<file path="src/rtl/sym_framer.sv">
module sym_framer #(
  parameter int LOCK_N = 4,
  parameter int MISS_N = 2
) (
  input  logic        clk,
  input  logic        rst_n,
  input  logic        pix_tick,
  input  logic        pix_valid,
  input  logic [15:0] pix_data,
  output logic        ser_out,
  input  logic        ser_in,
  output logic        rx_valid,
  output logic [15:0] rx_data,
  output logic        rx_err,
  output logic        rx_locked
);
  localparam int SYM_W   = 28;
  localparam int DAT_W   = 16;
  localparam int CRC_W   = 4;
  localparam int SCR_W   = 15;
  localparam int DAT_LSB = SYM_W - 1 - DAT_W;
  localparam int CRC_LSB = DAT_LSB - CRC_W;
  localparam int PH_W    = $clog2(SYM_W);
  localparam int GC_W    = $clog2(LOCK_N + 1);
  localparam int MC_W    = $clog2(MISS_N + 1);
  localparam logic [CRC_W-1:0] CRC_POLY = 4'b0011;
  localparam logic [PH_W-1:0]  PH_LAST  = PH_W'(SYM_W - 1);

  typedef enum logic [1:0] {HUNT, ACQ, LOCK} rx_st_t;

  function automatic logic [CRC_W-1:0] crc_of(input logic [DAT_W-1:0] w);
    logic [CRC_W-1:0] c;
    logic fb;
    c = '0;
    for (int i = DAT_W - 1; i >= 0; i--) begin
      fb = c[CRC_W-1] ^ w[i];
      c  = {c[CRC_W-2:0], 1'b0};
      if (fb) c = c ^ CRC_POLY;
    end
    return c;
  endfunction

  function automatic logic [DAT_W-1:0] mask_of(input logic [SCR_W-1:0] s);
    return {s, s[SCR_W-1] ^ s[SCR_W-2]};
  endfunction

  function automatic logic [SCR_W-1:0] scr_step(input logic [SCR_W-1:0] s);
    return {s[SCR_W-2:0], s[SCR_W-1] ^ s[SCR_W-2]};
  endfunction

  // transmit side
  logic [SYM_W-1:0] tx_sh;
  logic [SCR_W-1:0] tx_scr;
  logic [DAT_W-1:0] tx_word;

  assign tx_word = pix_valid ? pix_data : '0;
  assign ser_out = tx_sh[SYM_W-1];

  always_ff @(posedge clk or negedge rst_n) begin
    if (!rst_n) begin
      tx_sh  <= '0;
      tx_scr <= '1;
    end else if (pix_tick) begin
      tx_sh  <= {1'b1, tx_word ^ mask_of(tx_scr), crc_of(tx_word), {CRC_LSB{1'b0}}};
      tx_scr <= scr_step(tx_scr);
    end else begin
      tx_sh  <= {tx_sh[SYM_W-2:0], 1'b0};
    end
  end

  // receive side
  rx_st_t           st;
  logic [SYM_W-1:0] win;
  logic [SCR_W-1:0] rx_scr;
  logic [PH_W-1:0]  phase;
  logic [GC_W-1:0]  good_cnt;
  logic [MC_W-1:0]  miss_cnt;
  logic [DAT_W-1:0] rx_word;
  logic             marker, crc_bad, edge_due;

  assign marker    = win[SYM_W-1] & ~|win[CRC_LSB-1:0];
  assign rx_word   = win[SYM_W-2:DAT_LSB] ^ mask_of(rx_scr);
  assign crc_bad   = crc_of(rx_word) != win[DAT_LSB-1:CRC_LSB];
  assign edge_due  = (st != HUNT) && (phase == PH_LAST);
  assign rx_locked = (st == LOCK);

  always_ff @(posedge clk or negedge rst_n) begin
    if (!rst_n) begin
      st       <= HUNT;
      win      <= '0;
      rx_scr   <= '1;
      phase    <= '0;
      good_cnt <= '0;
      miss_cnt <= '0;
      rx_valid <= 1'b0;
      rx_data  <= '0;
      rx_err   <= 1'b0;
    end else begin
      win      <= {win[SYM_W-2:0], ser_in};
      rx_valid <= 1'b0;
      if (st != HUNT) phase <= edge_due ? '0 : phase + 1'b1;
      unique case (st)
        HUNT: if (marker) begin
          st       <= ACQ;
          phase    <= '0;
          good_cnt <= GC_W'(1);
          rx_scr   <= scr_step(rx_scr);
        end
        ACQ: if (edge_due) begin
          rx_scr <= scr_step(rx_scr);
          if (!marker) begin
            st <= HUNT;
          end else if (good_cnt == GC_W'(LOCK_N - 1)) begin
            st       <= LOCK;
            miss_cnt <= '0;
            rx_valid <= 1'b1;
            rx_data  <= rx_word;
            rx_err   <= crc_bad;
          end else begin
            good_cnt <= good_cnt + 1'b1;
          end
        end
        LOCK: if (edge_due) begin
          rx_scr  <= scr_step(rx_scr);
          rx_data <= rx_word;
          if (marker) begin
            miss_cnt <= '0;
            rx_valid <= 1'b1;
            rx_err   <= crc_bad;
          end else if (miss_cnt == MC_W'(MISS_N - 1)) begin
            st <= HUNT;
          end else begin
            miss_cnt <= miss_cnt + 1'b1;
            rx_valid <= 1'b1;
            rx_err   <= 1'b1;
          end
        end
        default: st <= HUNT;
      endcase
    end
  end
endmodule

</file>
<file path="config.mk">
export PLATFORM = sky130hd
export DESIGN_NAME = sym_framer
export DESIGN_NICKNAME = d
export VERILOG_FILES = /design/src/rtl/sym_framer.sv
export SDC_FILE = /design/constraint.sdc
export NUM_CORES = 1
export LEC_CHECK = 0
export ABC_CLOCK_PERIOD_IN_PS = 2300
export BUFFER_PORTS_ARGS = -buffer_cell sky130_fd_sc_hd__buf_2
export CORE_MARGIN = 2
export CORE_UTILIZATION = 45
export CTS_CLUSTER_DIAMETER = 100
export CTS_CLUSTER_SIZE = 24
export DETAILED_ROUTE_END_ITERATION = 10
export PLACE_DENSITY = 0.67
export SKIP_LAST_GASP = 1
export SYNTH_ARGS = -nofsm -noshare
export SYNTH_HDL_FRONTEND = slang
export SYNTH_SLANG_ARGS = --single-unit
export TNS_END_PERCENT = 1
</file>
<file path="constraint.sdc">
create_clock -name clk -period 2.3 [get_ports clk]
set_input_delay 0.345 -clock clk [delete_from_list [all_inputs] [get_ports clk]]
set_output_delay 0.345 -clock clk [all_outputs]
set_load 0.005 [all_outputs]
</file>
## Word level (Yosys, flattened, before mapping)

Index checks and enable logic that the tools add are counted.

| storage, ports and cells | value |
|---|---|
| register bits | 116 |
| latch bits | 0 |
| memory bits (writable) | 0 |
| memory bits (read-only) | 0 |
| input bits | 21 |
| output and inout port bits | 20 |
| word-level logic and storage cells | 205 |
| memories kept | 0 |

| operators by class | value |
|---|---|
| add/sub/neg operators | 3 |
| multipliers | 0 |
| div/mod/pow operators | 0 |
| magnitude comparators | 0 |
| equal/unequal tests | 17 |
| shifts and indexed selects | 0 |
| mux-type cells | 95 |
| bitwise operators | 65 |
| reductions and logical operators | 14 |

Operator list:

| kind | number |
|---|---|
| $mux W2 | 45 |
| $mux W16 | 5 |
| $mux W4 | 15 |
| $not A2 Y2 | 30 |
| $pmux W16 S2 | 1 |
| $xor A16 B16 Y16 | 2 |
| $mux W15 | 2 |
| $pmux W15 S2 | 1 |
| $xor A1 B1 Y1 | 30 |
| $mux W28 | 1 |
| $mux W5 | 4 |
| $mux W1 | 12 |
| $mux W3 | 4 |
| $ne A2 B2 Y1 const B | 6 |
| $reduce_and A6 Y1 | 2 |
| $reduce_and A5 Y1 | 2 |
| $reduce_bool A2 Y1 | 4 |
| $reduce_or A7 Y1 | 1 |
| $ne A2 B1 Y1 const B | 3 |
| $ne A3 B3 Y1 const B | 2 |
| $pmux W2 S3 | 1 |
| $pmux W3 S2 | 1 |
| $add A5 B1 Y5 const B | 1 |
| $eq A5 B5 Y1 const B | 1 |
| 15 further kinds | 18 |

## Depth between registers and ports, before layout

Gate-level depths: netlist (run 1).

| logic depth | value |
|---|---|
| depth after elaboration | 48 |
| depth in mapped cells | 10 |
| depth with buffers taken out | 8 |

## Worst setup path before layout (run 1)

No wires, ideal clock.

| timing | value |
|---|---|
| path kind | reg-to-reg |
| start | register rx_scr[12] |
| end | register rx_err |
| library setup time | 0.126 ns |
| arrival time | 2.326 ns |
| slack | -0.152 ns |
| cell stages (with the launch flop) | 8 |
| clock period less this slack | 2.452 ns |
| cell sequence | dfstp_2 -> xor2_2 -> xnor3_1 -> xor2_1 -> xnor2_1 -> xnor3_1 -> mux2i_1 -> o32a_1 |

| between the ends | value |
|---|---|
| word-level cells in the longest chain between the ends | 22 |

RTL lines:

| what | line | source |
|---|---|---|
| start: declaration | 74 | `logic [SCR_W-1:0] rx_scr;` |
| start signal: assignment | 107 | `rx_scr <= scr_step(rx_scr);` |
| start signal: assignment | 110 | `rx_scr <= scr_step(rx_scr);` |
| start signal: assignment | 124 | `rx_scr <= scr_step(rx_scr);` |
| $xor A16 B16 Y16 (*) | 82 | `assign rx_word = win[SYM_W-2:DAT_LSB] ^ mask_of(rx_scr);` |
| $xor A1 B1 Y1 (*) | 36 | `fb = c[CRC_W-1] ^ w[i];` |
| $mux W2 (*) | 38 | `if (fb) c = c ^ CRC_POLY;` |
| $not A2 Y2 (no source line) | n/a |  |
| $mux W2 | 38 |  |
| $xor A1 B1 Y1 | 36 |  |
| $mux W2 | 38 |  |
| $not A2 Y2 (no source line) | n/a |  |
| (+6 left out) | n/a |  |
| $mux W2 | 38 |  |
| $not A2 Y2 (no source line) | n/a |  |
| $mux W2 | 38 |  |
| $ne A4 B4 Y1 (*) | 83 | `assign crc_bad = crc_of(rx_word) != win[DAT_LSB-1:CRC_LSB];` |
| $mux W1 | 113 | `end else if (good_cnt == GC_W'(LOCK_N - 1)) begin` |
| $mux W1 | 111 | `if (!marker) begin` |
| $mux W1 | 109 | `ACQ: if (edge_due) begin` |
| $pmux W1 S2 (*) | 102 | `unique case (st)` |
| end signal: assignment | 118 | `rx_err <= crc_bad;` |
| end signal: assignment | 129 | `rx_err <= crc_bad;` |
| end: declaration | 14 | `output logic rx_err,` |

Mark *: on every way between the ends. The rest lies on a longest branch, timed or not. The select of a mux whose other input is x is not followed.
A chain may end at the register's enable or synchronous reset.

## Final worst setup path (run 1)

| timing | value |
|---|---|
| start | register rx_scr[3] |
| end | register rx_err |

| between the ends | value |
|---|---|
| word-level cells in the longest chain between the ends | 12 |

RTL lines:

| what | line |
|---|---|
| $xor A16 B16 Y16 (*) | 82 |
| $xor A1 B1 Y1 (*) | 36 |
| $mux W2 (*) | 38 |
| $not A2 Y2 (no source line) / $xor A1 B1 Y1 (equally long branches) | n/a |
| $mux W2 | 38 |
| $xor A1 B1 Y1 / $not A2 Y2 (equally long branches) | n/a |
| $mux W2 | 38 |
| $ne A4 B4 Y1 (*) | 83 |
| $mux W1 | 113 |
| $mux W1 | 111 |
| $mux W1 | 109 |
| $pmux W1 S2 (*) | 102 |

Marks and branches as above.

==> results.md, run 1 <==
- The first-pass iteration count of the detailed router is 4.
- The slowest stage of the critical path is the dfstp_2 cell.
- The clock transition at the registers of the reported paths is 0.09 ns.
- The kind of end point of the critical path is a register.
- The number of rows created at floorplan is 38.
- From bottom edge to top edge, the die measures 109 um.
- The overall via count from detail_route is 3055.
- In this run the tool buffered the top-level ports with 40 buffer cells.
- The total routing usage reported by global routing is 0.158.
- Yosys mapped a number of flops with a built-in enable equal to 0.
- The pre-CTS setup slack is -0.129 ns.
- For the pin with the worst max-slew slack, the measured transition is 0.570 ns.
- Of the total power, the clock network draws 0.225.
- Summed over all failing endpoints, the final setup total negative slack is -0.0908 ns.
- The routability congestion estimate from global placement is 0.758.
- Setup repair after global routing could not meet its margin everywhere.
- dfrtp_1 is the most common cell in the netlist.
- The area of the multi-input gates is 2210 um2.
- The flow ran to the end, but the final reports show violations.
- The maximum buffer depth of the clock tree is 2.
- The top-area cell type share of the netlist area is 0.398.
- The layout overhead on the synthesized area is 19.5%.
- TritonCTS created 9 clock buffers.
- The DRC violation total after the first TritonRoute iteration is 142.
- Of all cell types, the one taking the most synthesized area is dfrtp_1.
- The signal on the critical path passes through xor2_2 > xor2_1 > xnor3_1 > xnor2_2 > xnor3_1 > mux2i_1 > o32a_1.
- The final total power is 0.00505 W.
- After the flow finishes, the layout carries non-filler instances totaling 631.
- The flip-flop and latch count after synthesis is 109.
- The reported net switching power is 0.00151 W.
- The summed instance area of the synthesized netlist is 4960 um2.
- Timing would allow up to 429 MHz.
- The clock reaches the later pin of the worst-skew pair after 0.37 ns.
- The time the final worst path needs with I/O delays and setup is 2.33 ns.
- Sorting the synthesized cells by how often they occur yields 79 x dfrtp_1, 42 x xnor2_1, 36 x nand2_1, 36 x nor2_1, 34 x a21oi_1.
- TritonCTS built the clock tree.
- The root buffer cell chosen for the clock tree is clkbuf_8.
- Pin placement for this block handled 41 I/O pins.
- By startpoint and endpoint, the worst setup path is classified as register to register.
- The family with the most delay on the worst path is XOR/XNOR gates.
- Counting every sink on the clock net gives 109.
- The proportion of total power due to net switching is 0.299.
- The repair_antennas step left the layout with diodes totalling 0.
- The HPWL after detailed placement is 6.17 mm.
- The leakage power summed over all cells is 2.70 nW.
- Of the total power, combinational logic draws 0.310.
- The most used flip-flop cell after synthesis is dfrtp_1.
- The highest fanout seen on the critical path is 2.
- The checks that failed: setup timing.
- The number of instances in the synthesized netlist is 407.
- The count of yosys warnings during synthesis is 0.
- Entering global routing, the biggest net connects 45 pins.
- Yosys mapped the design onto 36 distinct sky130hd cell types.
- The floorplan step defined a die boundary enclosing 11900 um2.
- The register area share after synthesis is 0.557.
- The die is 109 um wide.
- The final antenna-violating net count is 0.
- The total of max-cap violations is 0.
- The worst setup path is launched from a register.
- The proportion of synthesized flip-flops having asynchronous set or reset is 1.00.
- The final wirelength is 8.62 mm.
- Fill cells in the final layout number 941.
- The net count reported at finish is 515.
- The first global-routing pass estimated 14.4 mm of wire.
- The initial cell density of the core is 0.460.
- The initial antenna violation count is 0.
- The power per unit of standard cell area is 852 nW/um2.
- The via count of the first global-routing pass is 3086.
- Counting tap cells, the placed design contains a total of 610 instances.
- The number of slew-limit violations in the final report is 0.
- When the netlist entered floorplanning its net count stood at 435.
- The portion of the clock cycle consumed by the worst path in the final layout is 1.01.
- The class of the most critical hold timing path is input pin to register.
- STA puts the critical path data required time at 2.56 ns.
- The floorplan step defined a core boundary enclosing 10800 um2.
- In the post-synthesis netlist, the biggest area contributors are dfrtp_1 40%, dfstp_2 16%, xnor2_1 7.4%, mux2_2 7.3%, xor2_1 5.8%.
- The register area is 2770 um2.
- The cell occurring most often along the worst timing path is xnor3_1.
- Headroom to the max-slew limit came out at 0.620.
- The share of final-layout standard cells stronger than drive strength 1 is 0.356.
- The number of DRC violations after detailed routing is 0.
- The critical path data arrival time is 2.59 ns.
- The average wire per cell in the routed design is 13.7 um.
- The total grt overflow is 0.
- Dividing the detail-routed via count by the number of cells gives 4.84.
- The combined buffer and inverter count along the critical path is 0.
- The H-tree level count is 3.
- The least setup slack across all paths after layout is -0.0301 ns.
- The peak supply drop is 361 uV.
- The setup clock skew after layout is 0.0114 ns.
- The share of total power dissipated in sequential elements is 0.466.
- The final-report setup violation count is 4.
- The number of hold violations in the final report is 0.
- The total internal power is 0.00354 W.
- The post-synthesis area per instance is 12.2 um2.
- The largest single stage delay on the critical path is 0.56 ns.
-- power by group through the flow --
stage	registers, W	clock network, W	logic (W)
6_report	0.00235	0.00113	0.00156
5_1_grt	0.00239	0.00125	0.00175
4_1_cts	0.00236	0.00117	0.00156
3_5_place_dp	0.00239	0	0.00153
3_3_place_gp	0.00238	0	0.00148
2_1_floorplan	0.00239	0	0.00101
-- layout by cell type, fill, tap and decap left out, types with 2 or more instances in the layout --
| master | count |
|---|---|
| nand2_1 | 36 |
| a21oi_1 | 34 |
| nand2b_1 | 2 |
| o31ai_1 | 2 |
| xor2_2 | 4 |
| o22ai_1 | 2 |
| inv_1 | 8 |
| buf_2 | 39 |
| nor4b_1 | 2 |
| o21ai_0 | 5 |
| xnor3_1 | 9 |
| xnor2_2 | 9 |
| nand3_1 | 6 |
| buf_12 | 2 |
| dfrtp_1 | 79 |
| dfstp_2 | 30 |
| buf_4 | 41 |
| xor2_1 | 31 |
| mux2i_1 | 2 |
| ha_1 | 7 |
| mux2_2 | 32 |
| clkbuf_1 | 3 |
| mux2_1 | 3 |
| nor2_1 | 36 |
| and2_1 | 4 |
| xnor2_1 | 34 |
| clkbuf_8 | 10 |
| a31oi_1 | 2 |
-- worst paths after layout --
kind / startpoint / endpoint / slack [ns] / cells past startpoint
max: rx_scr[3] / rx_err / -0.03 / 7
min: ser_in / win[0] / 0.09 / 1
max reg2reg: rx_scr[3] / rx_err / -0.03 / 7
min reg2reg: win[4] / win[5] / 0.37 / 0
max in group asynchronous: rst_n / rx_scr[3] / 1.04 / 3
min in group asynchronous: rst_n / rx_data[8] / 0.48 / 2
-- metrics by stage --
| step | hold slack (ns) | utilization | instance area (um2) |
|---|---|---|---|
| 6_report | 0.0891 | 0.549 | 5930 |
| 3_5_place_dp | 0.367 | 0.520 | 5610 |
| 4_1_cts | 0.0727 | 0.544 | 5870 |
| 3_3_place_gp | 0.359 | 0.520 | 5610 |
| 5_1_grt | 0.0701 | 0.549 | 5930 |
| 2_1_floorplan | 0.0494 | - | 4990 |
-- cell families after synthesis --
group / share of synthesized area
DFF: 0.557
and+or+nand+nor: 0.0819
xor gates and xnor gates: 0.186
adders and majority gates: 0.0176
AOI/OAI and AO/OA: 0.0557
buffers and inverters: 0.0179
muxes: 0.0834
-- registers in the layout, summed over array words and instances, names as in the netlist --
register  flops
miss_cnt      2
rx_scr       15
tx_scr       15
tx_sh        21
rx_valid      1
st            2
rx_data      16
rx_err        1
phase         5
win          28
good_cnt      3
-- metal layers --
layer | share of wire | track usage
met1 | 0.48 | 0.212
met5 | 0 | 0
met2 | 0.47 | 0.252
met4 | 0.017 | 0.0568
met3 | 0.033 | 0.0359
-- final cells by class --
class / count / area share
Clock buffer: 13 / 0.0251
Clock inverter: 2 / 0.00591
Inverter: 8 / 0.00506
Multi-Input combinational cell: 275 / 0.373
Sequential cell: 109 / 0.466
Tap cell: 140 / 0.0295
Timing Repair Buffer: 84 / 0.0952
-- repair_timing --
item / 4_1_cts / 5_1_grt
buffers inserted: 3 / 2
setup endpoints to repair: 14 / 20
hold buffers: 1 / 0
pin swaps: 6 / 2
resized for setup: 6 / 6
hold endpoints to repair: 27 / 0
cloned: 0 / 0
-- worst reg2reg max path: cells and delay by family, from the launching register on --
family	cells	cell delay, ns
XOR/XNOR	5	1.25
multiplexers	1	0.13
AO/OA/AOI/OAI	1	0.28
flip-flops	1	0.56
(Power assumes the default switching activity.)
==> run 2: changes to the inputs <==
--- a/config.mk
+++ b/config.mk
@@ -5,14 +5,14 @@
 export SDC_FILE = /design/constraint.sdc
 export NUM_CORES = 1
 export LEC_CHECK = 0
-export ABC_CLOCK_PERIOD_IN_PS = 2300
+export ABC_CLOCK_PERIOD_IN_PS = 2990
 export BUFFER_PORTS_ARGS = -buffer_cell sky130_fd_sc_hd__buf_2
 export CORE_MARGIN = 2
-export CORE_UTILIZATION = 45
+export CORE_UTILIZATION = 37
 export CTS_CLUSTER_DIAMETER = 100
 export CTS_CLUSTER_SIZE = 24
 export DETAILED_ROUTE_END_ITERATION = 10
-export PLACE_DENSITY = 0.67
+export PLACE_DENSITY = 0.56
 export SKIP_LAST_GASP = 1
 export SYNTH_ARGS = -nofsm -noshare
 export SYNTH_HDL_FRONTEND = slang
==> constraint.sdc (replaced) <==
create_clock -name clk -period 2.99 [get_ports clk]
set_input_delay 0.4485 -clock clk [delete_from_list [all_inputs] [get_ports clk]]
set_output_delay 0.4485 -clock clk [all_outputs]
set_load 0.005 [all_outputs]
==> run 2 against run 1 <==
- the run now ends clean
- highest routed layer unchanged
- clock power down 5%
- critical endpoint unchanged
- clock skew down 0.0043 ns
- total power down 22%
- critical path type unchanged
- final cell count unchanged
- hold slack better by 0.047 ns
- combinational power down 31%
- sequential cell count unchanged
- maximum frequency down 10%
- non-clock buffer count down 37
- count of clock-buffer cells in the layout down 1
- cell area down 4.6%
- setup slack better by 0.43 ns
==> results.md, run 2 (synthesis gave the netlist of run 1 again) <==
- For this run, the detailed router's first-pass iteration total came to 4.
- The congestion estimate from routability-driven global placement came to 0.757.
- STA puts the critical path data required time at 3.22 ns.
- In the routed design, unresolved DRC markers number 0.
- The average wire per cell in the routed design is 13.1 um.
- After floorplanning, the core was divided into 42 placement rows.
- The register area is 2770 um2.
- The horizontal die dimension is 120 um.
- The total routing usage reported by global routing is 0.128.
- The final wirelength is 8.26 mm.
- The type of the worst setup path is register to register.
- The number of hold violations in the final report is 0.
- The H-tree level count is 3.
- The number of slew-limit violations in the final report was 0.
- The critical path's largest stage delay is 0.56 ns.
- In this run the worst hold path is classified as input pin to async pin.
- The number of buffers added by the clock tree synthesis step is 9.
- For met3 alone, demand over resource in global routing was 0.0418.
- The setup total negative slack is 0 ns.
- The via count of the first global-routing pass is 2886.
- CTS saw 109 sinks.
- The reported net switching power is 0.00117 W.
- The first global-routing pass estimated 14.4 mm of wire.
- The count of fill cells added during filler insertion is 1241.
- The register with the most flip-flops in the final layout is win.
- For met2 alone, demand over resource in global routing was 0.184.
- The fmax is 386 MHz.
- The number of resized instances in the post-cts repair step is 0.
- The capture instance of the worst register-to-register path is rx_err.
- The headroom to the max-slew limit is 0.406.
- The pin count of the biggest net entering global routing is 59.
- The TritonCTS clock tree is done.
- The final antenna diode count is 0.
- Between clock sinks in the finished design, the worst skew comes to 0.00705 ns.
- Dividing the final minimum period by the clock period gives 0.867.
- The share of total power dissipated in combinational logic is 0.270.
- For this run, the number of standard cells in the final layout without fillers is 631.
- In this run the count of I/O pins placed on the die edge is 41.
- The met1 global-route usage is 0.185.
- The kind of end point of the critical path is a register.
- The net count reported at finish is 478.
- In the layout the commonest cells are 79 x dfrtp_1, 42 x xnor2_1, 39 x buf_2.
- In this run the worst path has a maximum fanout of 3.
- The multi-input combinational cells in the finished layout cover a total of 2110 um2.
- At the later pin of the worst-skew pair, clock insertion delay measures 0.34 ns.
- The final-report setup violation count is 0.
- The combined buffer and inverter count along the critical path is 0.
- The total of hold buffers inserted after clock tree synthesis is 0.
- Detailed routing inserted a total of 2886 vias.
- At the end of the flow the core is filled with cells to 0.429.
- The final antenna-violating net count is 0.
- The power per unit of standard cell area is 700 nW/um2.
- The register-to-register path setup slack is 0.40 ns.
- The placed cell count is 615.
- The most numerous cell type found on the critical path is xnor3_1.
- Traced cell by cell, the critical path runs through xor2_2 > xor2_1 > xnor3_1 > xnor2_1 > xnor3_1 > mux2i_1 > o32a_1.
- STA classifies the critical path startpoint as a register.
- The family with the most delay on the worst path is XOR/XNOR gates.
- The area of the core is 13200 um2.
- The number of flip-flops under the largest register name is 28.
- On the final layout, the worst hold slack is 0.136 ns.
- The worst register-to-register path begins at rx_scr[3].
- The floorplan step defined a die boundary enclosing 14400 um2.
- The DRC violation total after the first TritonRoute iteration is 126.
- After clock tree synthesis, the setup repair step added 0 buffers.
- The slew at the pin closest to its max-slew limit is 0.891 ns.
- Of the total power, the clock network draws 0.271.
- The flow ran to the end, and the final reports show no timing, DRC or antenna violations.
- The time the final worst path needs with I/O delays and setup is 2.59 ns.
- Setup repair after global routing left no endpoint under its margin.
- In the final layout, the registers with the most flip-flops are win x28, tx_sh x21, rx_data x16.
- The critical path data arrival time is 2.82 ns.
- The clock transition at the registers of the reported paths is 0.07 ns.
- The floorplan die height is 120 um.
- Overall power consumption after layout is estimated at 0.00396 W.
- The number of buffers inserted by port buffering is 40.
- The proportion of total power due to net switching is 0.294.
- In this run the static leakage power is 2.50 nW.
- The library cell used most frequently in the layout, excluding fill and tap cells, is dfrtp_1.
- Cell internal power was estimated by the tool at 0.00279 W.
- The HPWL after detailed placement is 5.74 mm.
- The share of total power dissipated in sequential elements is 0.459.
- For the worst flop-to-flop path, the logic depth is 7.
- The via density per instance is 4.57.
- For this configuration, the core starts out at a cell density of 0.376.
- The initial antenna violation count came to 0.
- CTS placed an instance of clkbuf_16 at the clock tree root.
- Relative to the synthesized area, the layout overhead comes to 13.9%.
- Among all stages on the critical path, the largest delay is contributed by dfstp_2.
- In the final layout, the share of cells above drive strength 1 is 0.279.
- The peak supply drop is 304 uV.
- Summed over all layers, the global routing overflow is 0.
- The highest-utilization routing layer at the global route stage is met1.
- The tool flagged a number of max-cap violations equal to 0.
- The maximum buffer depth of the clock tree is 2.
## run 2: layer usage
metal | vias to the layer above | share of wire
met4 | 0 | 0.010
met1 | 1396 | 0.53
met5 | - | 0
met2 | 50 | 0.43
met3 | 4 | 0.035
li1 | 1436 | -
## run 2: worst reg2reg max path: stages (launching register included)
cell     delay, ns
dfstp_2       0.56
xor2_2        0.23
xor2_1        0.18
xnor3_1       0.43
xnor2_1       0.23
xnor3_1       0.44
mux2i_1       0.13
o32a_1        0.27
## run 2: power groups by stage
| stage | sequential [W] | clock [W] | combinational [W] |
|---|---|---|---|
| 2_1_floorplan | 0.00184 | 0 | 0.000767 |
| 3_3_place_gp | 0.00184 | 0 | 0.00106 |
| 3_5_place_dp | 0.00184 | 0 | 0.00108 |
| 4_1_cts | 0.00182 | 0.00112 | 0.00109 |
| 5_1_grt | 0.00185 | 0.00119 | 0.00120 |
| 6_report | 0.00182 | 0.00107 | 0.00107 |
## run 2: worst max-delay path by stage
stage,start,end,depth (start not counted)
finish,rx_scr[3],rx_err,7
global route,rx_scr[12],rx_err,7
CTS,rx_scr[12],rx_err,7
detailed placement,rx_scr[12],rx_err,7
global placement,rx_scr[12],rx_err,7
floorplan,rx_scr[12],rx_err,7
## run 2: final cells by class
| cell class | instances | area share |
|---|---|---|
| repair buffers | 47 | 0.0473 |
| inverters | 8 | 0.00531 |
| clock inverters | 4 | 0.00465 |
| well taps | 176 | 0.0389 |
| multi-input cells | 275 | 0.373 |
| clock buffers | 12 | 0.0418 |
| flip-flops and latches | 109 | 0.489 |
## run 2: metrics by stage
step	worst slack, ns	cell area (um2)
floorplan	0.538	4960
global placement	0.435	5390
detailed placement	0.402	5390
CTS	0.398	5660
global route	0.260	5660
finish	0.397	5660
==> run 3: changes to the inputs <==
--- a/config.mk
+++ b/config.mk
@@ -5,6 +5,7 @@
 export SDC_FILE = /design/constraint.sdc
 export NUM_CORES = 1
 export LEC_CHECK = 0
+export ABC_AREA = 1
 export ABC_CLOCK_PERIOD_IN_PS = 2990
 export BUFFER_PORTS_ARGS = -buffer_cell sky130_fd_sc_hd__buf_2
 export CORE_MARGIN = 2
@@ -12,7 +13,7 @@
 export CTS_CLUSTER_DIAMETER = 100
 export CTS_CLUSTER_SIZE = 24
 export DETAILED_ROUTE_END_ITERATION = 10
-export PLACE_DENSITY = 0.56
+export PLACE_DENSITY = 0.55
 export SKIP_LAST_GASP = 1
 export SYNTH_ARGS = -nofsm -noshare
 export SYNTH_HDL_FRONTEND = slang
==> run 3 against run 2 <==
- clock skew grew 0.00080 ns
- total power grew 9.9%
- sequential cell count is the same
- global-route usage grew 2.6 points
- synthesized area grew 13%
- die area grew 12%
- hold slack lost 0.13 ns
==> results.md, run 3 <==
- Counting flops and latches in the post-synthesis netlist gives 109.
- Setup total negative slack on the finished layout was measured at 0 ns.
- Of all flip-flops after synthesis, the portion carrying an async set or reset was 1.00.
- The HPWL after detailed placement is 8.10 mm.
- By area the synthesized netlist is led by dfrtp_1 35%, nand2_1 20%, dfstp_2 14%, inv_1 5.3%, o21ai_0 4.9%.
- Of the total power, combinational logic draws 0.292.
- The number of rows created at floorplan is 44.
- The floorplan die height is 127 um.
- The predominant post-synthesis flop cell is dfrtp_1.
- The area of the die is 16100 um2.
- The final wirelength is 11.0 mm.
- For this design the total switching power over the nets is 0.00148 W.
- The power per unit of standard cell area is 693 nW/um2.
- The share of the synthesized area in compound gates (AO/OA/AOI/OAI) came to 0.0768.
- The TritonCTS clock tree is done.
- dfrtp_1 takes more of the synthesized area than any other cell.
- The cell occurring most often along the worst timing path is nand2_1.
- The total of max-cap violations is 0.
- For this run, the number of standard cells in the final layout without fillers is 936.
- For the final database, setup skew stands at 0.00786 ns.
- The combined buffer and inverter count along the critical path is 3.
- The most common cell after layout, fill and taps aside is nand2_1.
- Of the synthesized area, sequential elements account for 0.495.
- From synthesis to final layout, the design area changed by 12.4%.
- The routability congestion estimate from global placement is 0.872.
- In the final design database the tool counted 775 nets.
- The final antenna-violating net count is 0.
- The via density per instance is 4.72.
- STA puts the critical path data required time at 3.24 ns.
- In this run, distinct cell masters in the synthesized netlist total 38.
- The count of flip-flops with a built-in enable after synthesis is 0.
- Synthesis handed over a netlist of 705 instances.
- The critical register-to-register path startpoint is rx_scr[14].
- CTS saw 109 sinks.
- The most common cell in the synthesized netlist is nand2_1.
- Setup repair after global routing left no endpoint under its margin.
- Entering global routing, the biggest net connects 84 pins.
- Of the total synthesized cell area, the portion taken by full adders, half adders and majority gates is 0.0157.
- Counting every net in the synthesized netlist gives 733.
- The kind of end point of the critical path is a register.
- On the worst path, the slowest cell contributes a delay of 0.57 ns.
- The run finished with clean final reports.
- For this run, the top clock speed supported by timing is 407 MHz.
- In this run the number of H-tree levels came out at 3.
- Buffers added to address setup during post-CTS repair amount to 0.
- The portion of the clock cycle consumed by the worst path in the final layout is 0.821.
- The via count of the first global-routing pass is 4374.
- The placed cell count is 920.
- The post-synthesis area per instance is 7.93 um2.
- The initial cell density of the core is 0.382.
- The portion of synthesized area spent on multiplexers is 0.
- Dividing the detail-routed wire length by the instance count gives 11.8 um.
- The overall via count from detail_route is 4414.
- The min-delay analysis places its worst path in the category input pin to async pin.
- The largest registers in the layout are win x28, tx_sh x21, rx_data x16.
- The first global-routing pass estimated 20.2 mm of wire.
- Across every metal layer, demand over resource in global routing totals 0.154.
- The most critical setup path has its startpoint at rx_scr[14].
- The relative contribution of sequential cells to total power is 0.448.
- The family with the most delay on the worst path is simple AND/OR/NAND/NOR gates.
- The number of flip-flops under the largest register name is 28.
- The DRC violation total after the first TritonRoute iteration is 313.
- The type of the worst setup path is register to register.
- The clock transition at the registers of the reported paths is 0.07 ns.
- The worst pin sits at a relative slew slack of 0.664.
- The number of slew-limit violations in the final report was 0.
- The first-pass iteration count of the detailed router is 5.
- The simple-gate share of the synthesized area is 0.279.
- The total grt overflow is 0.
- Of the total power, the clock network draws 0.260.
- Post-CTS repair changed the size of 0 cells.
- Setup violations remaining at the end of the flow were counted as 0.
- The top cell types in the final layout, fill and taps aside, are 292 x nand2_1, 79 x inv_1, 79 x dfrtp_1.
- In the synthesized netlist, the cells that appear most often are 292 x nand2_1, 79 x dfrtp_1, 79 x inv_1.
- The count of buffers added on input and output ports is 40.
- The horizontal die dimension is 127 um.
- The tree is rooted in a clkbuf_16.
- The summed instance area of the synthesized netlist is 5590 um2.
- At the pin with the least slew margin, the transition time is 0.500 ns.
- Of the total synthesized cell area, the portion taken by XOR and XNOR cells is 0.0631.
- The total internal power is 0.00287 W.
- The largest family of logic cells by synthesized area is simple AND/OR/NAND/NOR gates.
- The instance area after placement is 6000 um2.
- The slowest stage of the critical path belongs to the cell dfstp_2.
- The critical path data arrival time is 2.71 ns.
- The core region is 14600 um2.
- The post-route standard cell area excluding fillers is 6280 um2.
- STA classifies the critical path startpoint as a register.
- The number of hold violations in the final report is 0.
- Counting along the longest clock path gives a buffer depth of 2.
- 41 I/O pins were placed.
- Of the post-synthesis cell area, the dominant cell type holds 0.354.
- The register with the most flip-flops is win.
- Traced cell by cell, the critical path runs through inv_1 > nand2_1 > nand2_1 > nand2_1 > nand2_1 > inv_1 > nand2_1 > nand3_1 > nand2_1 > inv_1 > nand2_1 > nand2_1 > nand2_1 > nand3_1 > nand2_1 > nand2_1 > nand2_1 > nand2_1 > nand2_1 > nor2_1 > nor2_1.
- The highest fanout seen on the critical path is 5.
- In the final layout, the share of cells above drive strength 1 is 0.156.
- The initial antenna violation count is 0.
- The final antenna diode count is 0.
- Across the VDD grid, the largest voltage drop is 260 uV.
- Clock tree synthesis inserted a total of 9 buffers.
- In the routed design, unresolved DRC markers number 0.
- At the later pin of the worst-skew pair, clock insertion delay measures 0.35 ns.
- The count of yosys warnings during synthesis is 0.
- Of the total power, the share spent switching nets is 0.341.
- The time the final worst path needs with I/O delays and setup is 2.45 ns.
- The leakage power summed over all cells is 3.21 nW.
- The number of hold buffers added after CTS was 0.
-- run 3: path summary, 6_finish.rpt --
kind	slack, ns	end	depth (start not counted)
max reg2reg	0.54	rx_err	21
min	0.004	rx_data[13]	1
max in group asynchronous	2.19	tx_scr[4]	2
max	0.54	rx_err	21
min in group clk	0.21	win[0]	1
min reg2reg	0.38	win[4]	0
-- run 3: power groups by stage --
stage,combinational (W),sequential [W],clock (W)
final,0.00127,0.00195,0.00113
after global routing,0.00150,0.00199,0.00125
after CTS,0.00129,0.00195,0.00118
after detailed placement,0.00129,0.00197,0
after global placement,0.00126,0.00197,0
after floorplan,0.000921,0.00196,0
-- run 3: stage by stage --
step | total power (W) | hold slack (ns) | worst slack, ns | util
global route | 0.00474 | 0.0129 | 0.114 | 0.429
floorplan | 0.00288 | 0.153 | 0.857 | -
finish | 0.00435 | 0.00434 | 0.535 | 0.429
global placement | 0.00322 | 0.357 | 0.516 | 0.410
CTS | 0.00442 | 0.00331 | 0.529 | 0.429
detailed placement | 0.00326 | 0.360 | 0.395 | 0.410
-- run 3: cell families (layout without fill, tap and decap cells) --
group	count (synthesis)	count (layout)
compound gates	76	76
xor+xnor	33	33
fa+ha+maj	7	7
buf+inv	101	148
flops	109	109
simple gates	379	379
-- run 3: area by class of cell --
class                   count  area (um2)
flip-flops and latches    109        2770
multi-input cells         495        2430
repair buffers             45         253
well taps                 184         230
fillers                  1487        8360
inverters                  87         327
clock buffers              10         239
clock inverters             6        38.8
-- run 3: layer usage --
layer | global-route usage | vias up | wire length [um]
met4 | 0.0633 | 0 | 218
li1 | - | 2275 | -
met5 | 0 | - | 0
met2 | 0.239 | 82 | 4820
met3 | 0.0261 | 16 | 380
met1 | 0.215 | 2041 | 5600
